$ cat src/rtl/lsu_lane_pkg.sv
package lsu_lane_pkg;

  localparam logic [2:0] CODE_BYTE  = 3'b000;
  localparam logic [2:0] CODE_HALF  = 3'b001;
  localparam logic [2:0] CODE_WORD  = 3'b010;
  localparam logic [2:0] CODE_UBYTE = 3'b100;
  localparam logic [2:0] CODE_UHALF = 3'b101;

  typedef enum logic [1:0] {
    SZ_BYTE = 2'd0,
    SZ_HALF = 2'd1,
    SZ_WORD = 2'd2,
    SZ_NONE = 2'd3
  } acc_size_e;

  typedef struct packed {
    acc_size_e size;
    logic      zero_ext;
    logic      misalign;
  } acc_ctrl_t;

endpackage

$ cat src/rtl/lane_ctrl_decode.sv
module lane_ctrl_decode
  import lsu_lane_pkg::*;
#(
  parameter int OFF_W = 2
) (
  input  logic [2:0]       code_i,
  input  logic [OFF_W-1:0] offset_i,
  output acc_ctrl_t        ctrl_o
);

  acc_ctrl_t c;

  always_comb begin
    c = '{size: SZ_NONE, zero_ext: 1'b0, misalign: 1'b0};
    unique case (code_i)
      CODE_BYTE:  c.size = SZ_BYTE;
      CODE_UBYTE: begin c.size = SZ_BYTE; c.zero_ext = 1'b1; end
      CODE_HALF:  c.size = SZ_HALF;
      CODE_UHALF: begin c.size = SZ_HALF; c.zero_ext = 1'b1; end
      CODE_WORD:  c.size = SZ_WORD;
      default:    c.size = SZ_NONE;
    endcase
    case (c.size)
      SZ_HALF: c.misalign = offset_i[0];
      SZ_WORD: c.misalign = (offset_i != '0);
      default: c.misalign = 1'b0;
    endcase
  end

  assign ctrl_o = c;

endmodule

$ cat src/rtl/store_lane_gen.sv
module store_lane_gen
  import lsu_lane_pkg::*;
#(
  parameter int DATA_W = 32,
  localparam int NBYTES = DATA_W / 8,
  localparam int OFF_W  = $clog2(NBYTES)
) (
  input  acc_ctrl_t         ctrl_i,
  input  logic [2:0]        code_i,
  input  logic              is_store_i,
  input  logic [OFF_W-1:0]  offset_i,
  input  logic [DATA_W-1:0] data_i,
  output logic [NBYTES-1:0] strobe_o,
  output logic [DATA_W-1:0] data_o
);

  // Only the three signed codes name a store width.
  logic store_ok;
  assign store_ok = is_store_i && !ctrl_i.misalign && !code_i[2]
                    && (ctrl_i.size != SZ_NONE);

  for (genvar i = 0; i < NBYTES; i++) begin : g_lane
    localparam logic [OFF_W-1:0] LANE = OFF_W'(i);
    logic hit;
    always_comb begin
      case (ctrl_i.size)
        SZ_BYTE: hit = (offset_i == LANE);
        SZ_HALF: hit = (offset_i[OFF_W-1:1] == LANE[OFF_W-1:1]);
        SZ_WORD: hit = 1'b1;
        default: hit = 1'b0;
      endcase
    end
    assign strobe_o[i] = store_ok && hit;
  end

  always_comb begin
    case (ctrl_i.size)
      SZ_BYTE: data_o = {NBYTES{data_i[7:0]}};
      SZ_HALF: data_o = {(NBYTES/2){data_i[15:0]}};
      SZ_WORD: data_o = data_i;
      default: data_o = '0;
    endcase
  end

endmodule

$ cat src/rtl/load_lane_ext.sv
module load_lane_ext
  import lsu_lane_pkg::*;
#(
  parameter int DATA_W = 32,
  localparam int NBYTES = DATA_W / 8,
  localparam int OFF_W  = $clog2(NBYTES)
) (
  input  acc_ctrl_t         ctrl_i,
  input  logic [OFF_W-1:0]  offset_i,
  input  logic [DATA_W-1:0] rdata_i,
  output logic [DATA_W-1:0] data_o
);

  logic [7:0]  byte_sel;
  logic [15:0] half_sel;
  logic [OFF_W-2:0] half_idx;

  assign half_idx = offset_i[OFF_W-1:1];
  assign byte_sel = rdata_i[{offset_i, 3'b000} +: 8];
  assign half_sel = rdata_i[{half_idx, 4'b0000} +: 16];

  always_comb begin
    data_o = '0;
    if (!ctrl_i.misalign) begin
      case (ctrl_i.size)
        SZ_BYTE: data_o = {{(DATA_W-8){byte_sel[7] & !ctrl_i.zero_ext}}, byte_sel};
        SZ_HALF: data_o = {{(DATA_W-16){half_sel[15] & !ctrl_i.zero_ext}}, half_sel};
        SZ_WORD: data_o = ctrl_i.zero_ext ? '0 : rdata_i;
        default: data_o = '0;
      endcase
    end
  end

endmodule

$ cat src/rtl/mem_lane_align.sv
module mem_lane_align
  import lsu_lane_pkg::*;
#(
  parameter int ADDR_W = 32,
  parameter int DATA_W = 32,
  localparam int NBYTES = DATA_W / 8,
  localparam int OFF_W  = $clog2(NBYTES)
) (
  input  logic [ADDR_W-1:0] addr_i,
  input  logic [2:0]        size_code_i,
  input  logic              is_store_i,
  input  logic [DATA_W-1:0] store_data_i,
  input  logic [DATA_W-1:0] mem_rdata_i,
  output logic [ADDR_W-1:0] mem_addr_o,
  output logic [NBYTES-1:0] wr_strobe_o,
  output logic [DATA_W-1:0] wr_data_o,
  output logic [DATA_W-1:0] load_data_o,
  output logic              misalign_o
);

  logic [OFF_W-1:0] offset;
  acc_ctrl_t        ctrl;

  assign offset     = addr_i[OFF_W-1:0];
  assign mem_addr_o = {addr_i[ADDR_W-1:OFF_W], {OFF_W{1'b0}}};
  assign misalign_o = ctrl.misalign;

  lane_ctrl_decode #(.OFF_W(OFF_W)) u_dec (
    .code_i   (size_code_i),
    .offset_i (offset),
    .ctrl_o   (ctrl)
  );

  store_lane_gen #(.DATA_W(DATA_W)) u_st (
    .ctrl_i     (ctrl),
    .code_i     (size_code_i),
    .is_store_i (is_store_i),
    .offset_i   (offset),
    .data_i     (store_data_i),
    .strobe_o   (wr_strobe_o),
    .data_o     (wr_data_o)
  );

  load_lane_ext #(.DATA_W(DATA_W)) u_ld (
    .ctrl_i   (ctrl),
    .offset_i (offset),
    .rdata_i  (mem_rdata_i),
    .data_o   (load_data_o)
  );

  always_comb begin
    p_addr_aligned_r1: assert (mem_addr_o[OFF_W-1:0] == '0)
      else $error("memory address not word aligned");
    p_byte_onehot_r2: assert (!(is_store_i && size_code_i == CODE_BYTE)
                              || $onehot(wr_strobe_o))
      else $error("byte store strobe not one-hot");
    p_misalign_quiet_r6: assert (!misalign_o
                                 || (wr_strobe_o == '0 && load_data_o == '0))
      else $error("misaligned access leaked strobe or data");
    p_load_no_write_r7: assert (is_store_i || wr_strobe_o == '0)
      else $error("load raised a write strobe");
    p_odd_half_flag_r5: assert (!(size_code_i == CODE_HALF && addr_i[0])
                                || misalign_o)
      else $error("odd halfword address not flagged");
  end

endmodule

$ cat config.mk
export PLATFORM = sky130hd
export DESIGN_NAME = mem_lane_align
export DESIGN_NICKNAME = d
export VERILOG_FILES = /design/src/rtl/lsu_lane_pkg.sv /design/src/rtl/lane_ctrl_decode.sv /design/src/rtl/store_lane_gen.sv /design/src/rtl/load_lane_ext.sv /design/src/rtl/mem_lane_align.sv
export SDC_FILE = /design/constraint.sdc
export NUM_CORES = 1
export LEC_CHECK = 0
export BUFFER_PORTS_ARGS = -buffer_cell sky130_fd_sc_hd__clkbuf_2
export CAP_MARGIN = 10
export CORE_AREA = 2 2 77 79
export DETAILED_ROUTE_END_ITERATION = 7
export DIE_AREA = 0 0 79 81
export PLACE_DENSITY_LB_ADDON = 0.12
export SYNTH_ARGS = -nofsm -noshare
export SYNTH_HDL_FRONTEND = slang
export SYNTH_SLANG_ARGS = --single-unit
$ cat constraint.sdc
create_clock -name vclk -period 3.55
set_clock_uncertainty 0.2 [all_clocks]
set_input_delay 0.71 -clock vclk [all_inputs]
set_output_delay 0.71 -clock vclk [all_outputs]
set_load 0.005 [all_outputs]
==> results of run 1 <==
[logic make-up after synthesis]
kind of cell,count (synthesis)
AOI/OAI and AO/OA,83
and+or+nand+nor,71
buffers and inverters,55
muxes,9
adders and majority gates,3
other,1
[worst max-delay path, delay by kind of cell]
| kind | cells | cell delay [ns] |
|---|---|---|
| AND/OR/NAND/NOR | 3 | 0.45 |
| buffers and inverters | 3 | 0.34 |
| AO/OA/AOI/OAI | 2 | 0.69 |
| adder cells (fa/ha/maj) | 1 | 0.24 |
[routing by layer]
| layer | global-route usage | up-vias |
|---|---|---|
| met5 | 0 | - |
| met4 | 0.0362 | 0 |
| met3 | 0.0144 | 16 |
| met2 | 0.322 | 141 |
| met1 | 0.204 | 977 |
| li1 | - | 1002 |
[per-stage QoR]
stage / cells / util / worst slack (ns)
6_report: 400 / 0.368 / 0.198
5_1_grt: 400 / 0.368 / 0.0236
4_1_cts: 400 / 0.367 / 0.101
3_5_place_dp: 400 / 0.367 / 0.103
3_3_place_gp: 400 / 0.367 / 0.121
2_1_floorplan: 223 / - / 0.406
[power groups by stage]
| stage | logic, mW | clock network, mW | registers [mW] |
|---|---|---|---|
| 2_1_floorplan | 0.189 | 0 | 0 |
| 3_3_place_gp | 0.321 | 0 | 0 |
| 3_5_place_dp | 0.319 | 0 | 0 |
| 4_1_cts | 0.320 | 0 | 0 |
| 5_1_grt | 0.351 | 0 | 0 |
| 6_report | 0.318 | 0 | 0 |
[how the worst max path moves through the flow]
stage | from | end | slack (ns) | cells after the start
final | size_code_i[1] | load_data_o[5] | 0.20 | 9
after global routing | size_code_i[1] | load_data_o[2] | 0.02 | 9
after CTS | size_code_i[1] | load_data_o[5] | 0.10 | 9
after detailed placement | size_code_i[1] | load_data_o[5] | 0.10 | 9
after global placement | size_code_i[1] | load_data_o[1] | 0.12 | 9
after floorplan | size_code_i[0] | load_data_o[6] | 0.41 | 8
[Yosys cell counts]
library cell,count
a21oi_1,36
buf_4,32
nand2_1,29
nor2_1,22
a222oi_1,15
clkbuf_1,15
o21ai_0,10
and2_1,9
a22o_1,8
a22oi_1,8
mux4_2,8
buf_2,3
ha_1,3
inv_1,3
a21o_1,2
buf_6,2
nand3_1,2
nand3b_1,2
nor2b_1,2
a21oi_4,1
a221oi_1,1
and4bb_4,1
conb_1,1
mux2_2,1
nand2b_1,1
nand4b_1,1
nor3b_1,1
nor3b_2,1
o21a_1,1
o31a_1,1
[cell type report]
class                           instances  area, um2
Tap cell                               75       93.8
Multi-Input combinational cell        168       1150
Inverter                                3       11.3
Timing Repair Buffer                  154        833
Fill cell                             663       3590
==> flow_summary.yaml, run 1 <==
status:
  outcome: "complete, no violations"
yosys:
  muxShareOfSynthArea: 0.129
  netlist_area_um2: 1480
  synthCells: 222
  synth-seq-area-share: 0
  synth_top_family_by_area: "compound AO/OA/AOI/OAI gates"
  synth_xor_area_frac: 0
  ys_warn_count: 0
  synth_area_leader_cell: "buf_4"
  yosys.area_share.adder: 0.0253
  netlist.area_leader.share: 0.162
  synth-simple-area-share: 0.227
  synth_cell_types: 30
  postSynthAreaPerCell_um2: 6.67
  synth_compound_area_frac: 0.383
  synth.area.top_cells: "buf_4, a21oi_1, mux4_2"
worst_setup_path:
  max_stage_delay_ns: 0.38
  worst_setup_path_end_kind: "output pin"
  crit_path_start_kind: "input port"
  crit_required_ns: 2.64
  path_cells: "clkbuf_2 -> nor3b_2 -> inv_1 -> ha_1 -> nor2b_1 -> a21o_2 -> a222oi_1 -> nor2_1 -> clkbuf_2"
  cp_max_fo: 16
  cp_slowest_cell: "a222oi_1"
  crit_top_cell: "clkbuf_2"
  criticalPathCategory: "input port to output pin"
  arrival_ns: 2.44
placed_design:
  gp_congestion: 0.742
  dp_hpwl_um: 4830
  portBuffers: 139
  place_area_um2: 2080
sta:
  fmax_mhz: 298
  finalSetupViolations: 0
  finalSetupTns_ns: 0
  grt_setup_unrepaired: "no"
  finalWorstPathRequiredPeriod_ns: 3.35
  hold_violations: 0
  hold_ws_ns: 1.22
  slew_viol_final: 0
  timing.final.crit_share: 0.944
grt:
  grt_pass1_vias: 1888
  grt_pass1_wl_um: 8880
  grt_max_degree: 23
  gr-total-overflow: 0
  antenna_found_initial: 0
  grt_usage: 0.168
cells_and_area:
  seq_cells: 0
  diodes: 0
  final_cell_mix: "clkbuf_2, a21oi_1, nand2_1"
  finalInstanceArea_um2: 2090
  drive_gt1_frac: 0.520
  clkbuf_count: 0
  seqCellArea_um2: 0
  final_common_cell: "clkbuf_2"
  nets: 430
  syn_to_final_growth_pct: 41.0
pwr:
  pwr-share-seq: 0
  p_sw_frac: 0.516
  p_sw_uw: 164
  p_int_uw: 154
  ir_drop_v: 0.0000589
  p_total_uw: 318
  cellPowerDensity_nw_per_um2: 152
  combPwrFrac: 1.000
  p_clk_frac: 0
  leakage_nw: 1.05
drt:
  dr_wl_met2_um: 3000
  highest_layer: "met4"
  drcViolationCount: 0
  vias: 2136
  wl_per_cell_um: 15.3
  drt-met1-wl_um: 2460
  drt_iter0_drc: 113
  routed_via_density: 5.34
  antenna_left: 0
  drtPass1Iterations: 8
  drt-total-wl_um: 6110
  met3WireLength_um: 523
hold_path:
  hold_path_class: "input port to output pin"
  hold_path_end: "mem_addr_o[28]"
  hold_depth: 0
  hp-start: "addr_i[28]"
floorplanning:
  ios: 201
  core-area_um2: 5680
  fp.dieArea_um2: 6400
  die_y_um: 81
  rows: 28
  dieWidth_um: 79
  start_util: 0.261
flow_run:
  maxCapViolations: 0
clock_network:
  cts_resized: 0
  postCtsHoldBufs: 0
  cts_setup_buffers: 0
(Power assumes the default switching activity.)
==> run 2, diff against run 1 <==
--- a/config.mk
+++ b/config.mk
@@ -10,7 +10,9 @@
 export CORE_AREA = 2 2 77 79
 export DETAILED_ROUTE_END_ITERATION = 7
 export DIE_AREA = 0 0 79 81
+export GPL_TIMING_DRIVEN = 1
 export PLACE_DENSITY_LB_ADDON = 0.12
+export RECOVER_POWER = 25
 export SYNTH_ARGS = -nofsm -noshare
 export SYNTH_HDL_FRONTEND = slang
 export SYNTH_SLANG_ARGS = --single-unit
==> constraint.sdc (replaced) <==
create_clock -name vclk -period 3.55
set_clock_uncertainty 0.2 [all_clocks]
set_input_delay 0.5325 -clock vclk [all_inputs]
set_output_delay 0.5325 -clock vclk [all_outputs]
set_load 0.005 [all_outputs]
==> run 2 against run 1 <==
Effect of this change: first-iteration DRC count is 12% higher; routed wire length is 2.5% lower; utilization is 1.5 points lower; power is 4.5% lower; hold slack worse by 0.35 ns; cell area is 4.0% lower; setup slack better by 0.079 ns; die area stayed put; non-clock buffer count is 7 lower; sequential share of layout area stayed put; flip-flop and latch count stayed put.
==> flow_summary.yaml, run 2 (synthesis gave the netlist of run 1 again) <==
floorplanning:
  fp.dieArea_um2: 6400
  start_util: 0.261
  ios: 201
  rows: 28
  core-area_um2: 5680
  die_y_um: 81
  dieWidth_um: 79
hold_path:
  hold_depth: 0
  hold_path_class: "input port to output pin"
placed_design:
  gp_congestion: 0.742
  dp_worst_setup_slack_ns: 0.256
  place_area_um2: 2010
  dp_hpwl_um: 4760
  placed_cells: 393
  portBuffers: 139
sta:
  worst_slack_ns: 0.277
  slew_viol_final: 0
  hold_violations: 0
  grt_setup_unrepaired: "no"
  tightestPinTransition_ns: 0.708
  finalSetupTns_ns: 0
  timing.final.crit_share: 0.922
  finalWorstPathRequiredPeriod_ns: 3.27
  fmax_mhz: 306
  finalSetupViolations: 0
  relSlewSlack: 0.526
drt:
  drcViolationCount: 0
  wl_per_cell_um: 15.2
  vias: 2092
  drt-total-wl_um: 5950
  routed_via_density: 5.32
  drtPass1Iterations: 6
  drt_iter0_drc: 127
  antenna_left: 0
cells_and_area:
  syn_to_final_growth_pct: 35.4
  drive_gt1_frac: 0.503
  final_cells: 393
  final_util: 0.353
  seqCellArea_um2: 0
  final_common_cell: "clkbuf_2"
  seq_cells: 0
  final_cell_mix: "clkbuf_2, a21oi_1, nand2_1"
  num-fill-cells: 655
  finalInstanceArea_um2: 2010
  nets: 423
  diodes: 0
  clkbuf_count: 0
grt:
  grt_pass1_wl_um: 8910
  antenna_found_initial: 0
  grt_usage: 0.169
  grt_max_degree: 21
  grt_pass1_vias: 1903
  gr-total-overflow: 0
worst_setup_path:
  crit_required_ns: 2.82
  path_cells: "clkbuf_2 -> nor3b_2 -> inv_1 -> ha_1 -> nor2b_1 -> a21o_1 -> a222oi_1 -> nor2_1 -> clkbuf_2"
  cp_max_fo: 16
  crit_family: "compound AO/OA/AOI/OAI gates"
  cp_slowest_cell: "a222oi_1"
  worst_setup_path_end_kind: "output pin"
  path_buf_inv: 3
  crit_cells: 9
  crit_path_start_kind: "input port"
  max_stage_delay_ns: 0.42
  crit_top_cell: "clkbuf_2"
  criticalPathCategory: "input port to output pin"
  arrival_ns: 2.54
clock_network:
  cts_resized: 0
  cts_setup_buffers: 0
  postCtsHoldBufs: 0
flow_run:
  maxCapViolations: 0
pwr:
  cellPowerDensity_nw_per_um2: 151
  ir_drop_v: 0.0000506
  leakage_nw: 1.00
status:
  outcome: "complete, no violations"
==> run 2: changes by cell type in the layout (fill, tap and decap cells not counted), sizes merged <==
cell and change:
buf -7
==> run 2: area by class of cell <==
type / instances / area (um2) / area share
inverter: 3 / 11.3 / 0.00561
timing repair buffer: 147 / 756 / 0.377
tap: 75 / 93.8 / 0.0468
multi-input combinational: 168 / 1140 / 0.571
==> run 2: layer usage <==
| layer | global-route usage | up-vias | wire [um] |
|---|---|---|---|
| met5 | 0 | - | 0 |
| met4 | 0.0259 | 0 | 68 |
| met3 | 0.0267 | 12 | 540 |
| met2 | 0.322 | 125 | 2910 |
| met1 | 0.204 | 965 | 2440 |
| li1 | - | 990 | - |
==> run 2: path summary, 6_finish.rpt <==
| kind | to | startpoint |
|---|---|---|
| worst min-delay path | mem_addr_o[28] | addr_i[28] |
| worst max-delay path | load_data_o[0] | size_code_i[1] |
==> run 2: per-stage QoR <==
stage | power, mW | hold slack (ns)
6_report | 0.304 | 0.865
5_1_grt | 0.339 | 0.865
4_1_cts | 0.308 | 0.865
3_5_place_dp | 0.307 | 0.865
3_3_place_gp | 0.308 | 0.865
2_1_floorplan | 0.189 | 0.946
==> run 2: report_power, final <==
group / switching [mW] / total [mW] / internal [mW] / leakage (nW)
logic: 0.160 / 0.304 / 0.144 / 1.00
registers: 0 / 0 / 0 / 0
clock network: 0 / 0 / 0 / 0
total: 0.160 / 0.304 / 0.144 / 1.00
==> run 3, diff against run 2 <==
--- a/config.mk
+++ b/config.mk
@@ -12,7 +12,7 @@
 export DIE_AREA = 0 0 79 81
 export GPL_TIMING_DRIVEN = 1
 export PLACE_DENSITY_LB_ADDON = 0.12
-export RECOVER_POWER = 25
 export SYNTH_ARGS = -nofsm -noshare
 export SYNTH_HDL_FRONTEND = slang
 export SYNTH_SLANG_ARGS = --single-unit
+export TNS_END_PERCENT = 20
==> constraint.sdc (replaced) <==
create_clock -name vclk -period 3.8
set_clock_uncertainty 0.2 [all_clocks]
set_input_delay 0.57 -clock vclk [all_inputs]
set_output_delay 0.57 -clock vclk [all_outputs]
set_load 0.005 [all_outputs]
==> run 3 against run 2 <==
Effect of this change: die area unchanged; utilization down 0.26 points; critical path depth unchanged; first-iteration DRC count down 17%; setup slack better by 0.037 ns; cell area down 0.75%; global-route usage up 0.14 points; power down 7.1%.
==> flow_summary.yaml, run 3 (synthesis gave the netlist of run 1 again) <==
cells_and_area:
  final_cells: 391
  diodes: 0
  seqCellArea_um2: 0
  num-fill-cells: 641
  finalInstanceArea_um2: 1990
  final_common_cell: "clkbuf_2"
  syn_to_final_growth_pct: 34.4
  drive_gt1_frac: 0.500
  nets: 421
  final_cell_mix: "clkbuf_2, a21oi_1, nand2_1"
  seq_cells: 0
  multiInputGateArea_um2: 1140
  clkbuf_count: 0
worst_setup_path:
  path_cells: "clkbuf_2 -> nor3b_2 -> inv_1 -> ha_1 -> o21ai_0 -> a21o_1 -> nand3_1 -> a21oi_1 -> clkbuf_2"
  crit_path_start_kind: "input port"
  cp_max_fo: 16
  worst_setup_path_end_kind: "output pin"
  max_stage_delay_ns: 0.46
  crit_top_cell: "clkbuf_2"
  criticalPathCategory: "input port to output pin"
  crit_family: "simple AND/OR/NAND/NOR gates"
  crit_required_ns: 3.03
  arrival_ns: 2.72
  path_buf_inv: 3
  cp_slowest_cell: "nand3_1"
sta:
  finalSetupViolations: 0
  slew_viol_final: 0
  timing.final.crit_share: 0.917
  grt_setup_unrepaired: "no"
  finalSetupTns_ns: 0
  tightestPinTransition_ns: 0.635
  hold_violations: 0
  fmax_mhz: 287
  relSlewSlack: 0.575
  finalWorstPathRequiredPeriod_ns: 3.49
drt:
  drt-total-wl_um: 6080
  drtPass1Iterations: 6
  vias: 2067
  antenna_left: 0
  wl_per_cell_um: 15.5
  drcViolationCount: 0
  drt_iter0_drc: 105
  routed_via_density: 5.29
grt:
  antenna_found_initial: 0
  grt_pass1_wl_um: 8980
  grt_usage: 0.171
  grt_pass1_vias: 1846
  gr-total-overflow: 0
  grt_max_degree: 23
floorplanning:
  rows: 28
  dieWidth_um: 79
  fp.dieArea_um2: 6400
  ios: 201
  start_util: 0.261
  die_y_um: 81
  core-area_um2: 5680
placed_design:
  placed_cells: 391
  place_area_um2: 1990
  gp_congestion: 0.727
  dp_hpwl_um: 4770
  portBuffers: 139
hold_path:
  hold_path_class: "input port to output pin"
pwr:
  ir_drop_v: 0.0000642
  combPwrFrac: 1.000
  p_sw_uw: 150
  pwr-share-seq: 0
  leakage_nw: 0.993
  p_clk_frac: 0
  p_int_uw: 132
  cellPowerDensity_nw_per_um2: 142
  p_sw_frac: 0.532
flow_run:
  maxCapViolations: 0
clock_network:
  cts_resized: 0
  postCtsHoldBufs: 0
  cts_setup_buffers: 0
status:
  outcome: "complete, no violations"
## run 3: changes by cell type in the layout (fill, tap and decap cells not counted)
| cell | previous run | this run |
|---|---|---|
| buf_4 | 8 | 6 |
## run 3: final cells by class
| class | count | area share |
|---|---|---|
| repair buffers | 145 | 0.372 |
| inverters | 3 | 0.00566 |
| multi-input cells | 168 | 0.575 |
| well taps | 75 | 0.0471 |
## run 3: per-layer routing
metal	part of all wire	global-route usage	wire [um]	vias to the layer above
met5	0	0	0	-
met4	0.0046	0.00862	28	0
li1	-	-	-	982
met3	0.10	0.0267	617	8
met2	0.48	0.328	2950	134
met1	0.41	0.210	2480	943
## run 3: per-stage QoR
| step | total power, mW | hold slack [ns] | util | setup slack, ns |
|---|---|---|---|---|
| after global routing | 0.314 | 0.940 | 0.351 | 0.142 |
| after detailed placement | 0.284 | 0.940 | 0.351 | 0.340 |
| final | 0.282 | 0.940 | 0.351 | 0.314 |
| after CTS | 0.285 | 0.940 | 0.351 | 0.344 |
| after floorplan | 0.177 | 1.02 | - | 0.936 |
| after global placement | 0.284 | 0.940 | 0.351 | 0.382 |
## run 3: path summary, 6_finish.rpt
check | startpoint | endpoint | slack, ns | cells past startpoint
setup / recovery | size_code_i[1] | load_data_o[31] | 0.31 | 9
hold / removal | addr_i[28] | mem_addr_o[28] | 0.94 | 0
## run 3: power by group through the flow
stage                     combinational [mW]  sequential (mW)  clock (mW)
final                                  0.282                0           0
after global routing                   0.314                0           0
after CTS                              0.285                0           0
after detailed placement               0.284                0           0
after global placement                 0.284                0           0
after floorplan                        0.177                0           0
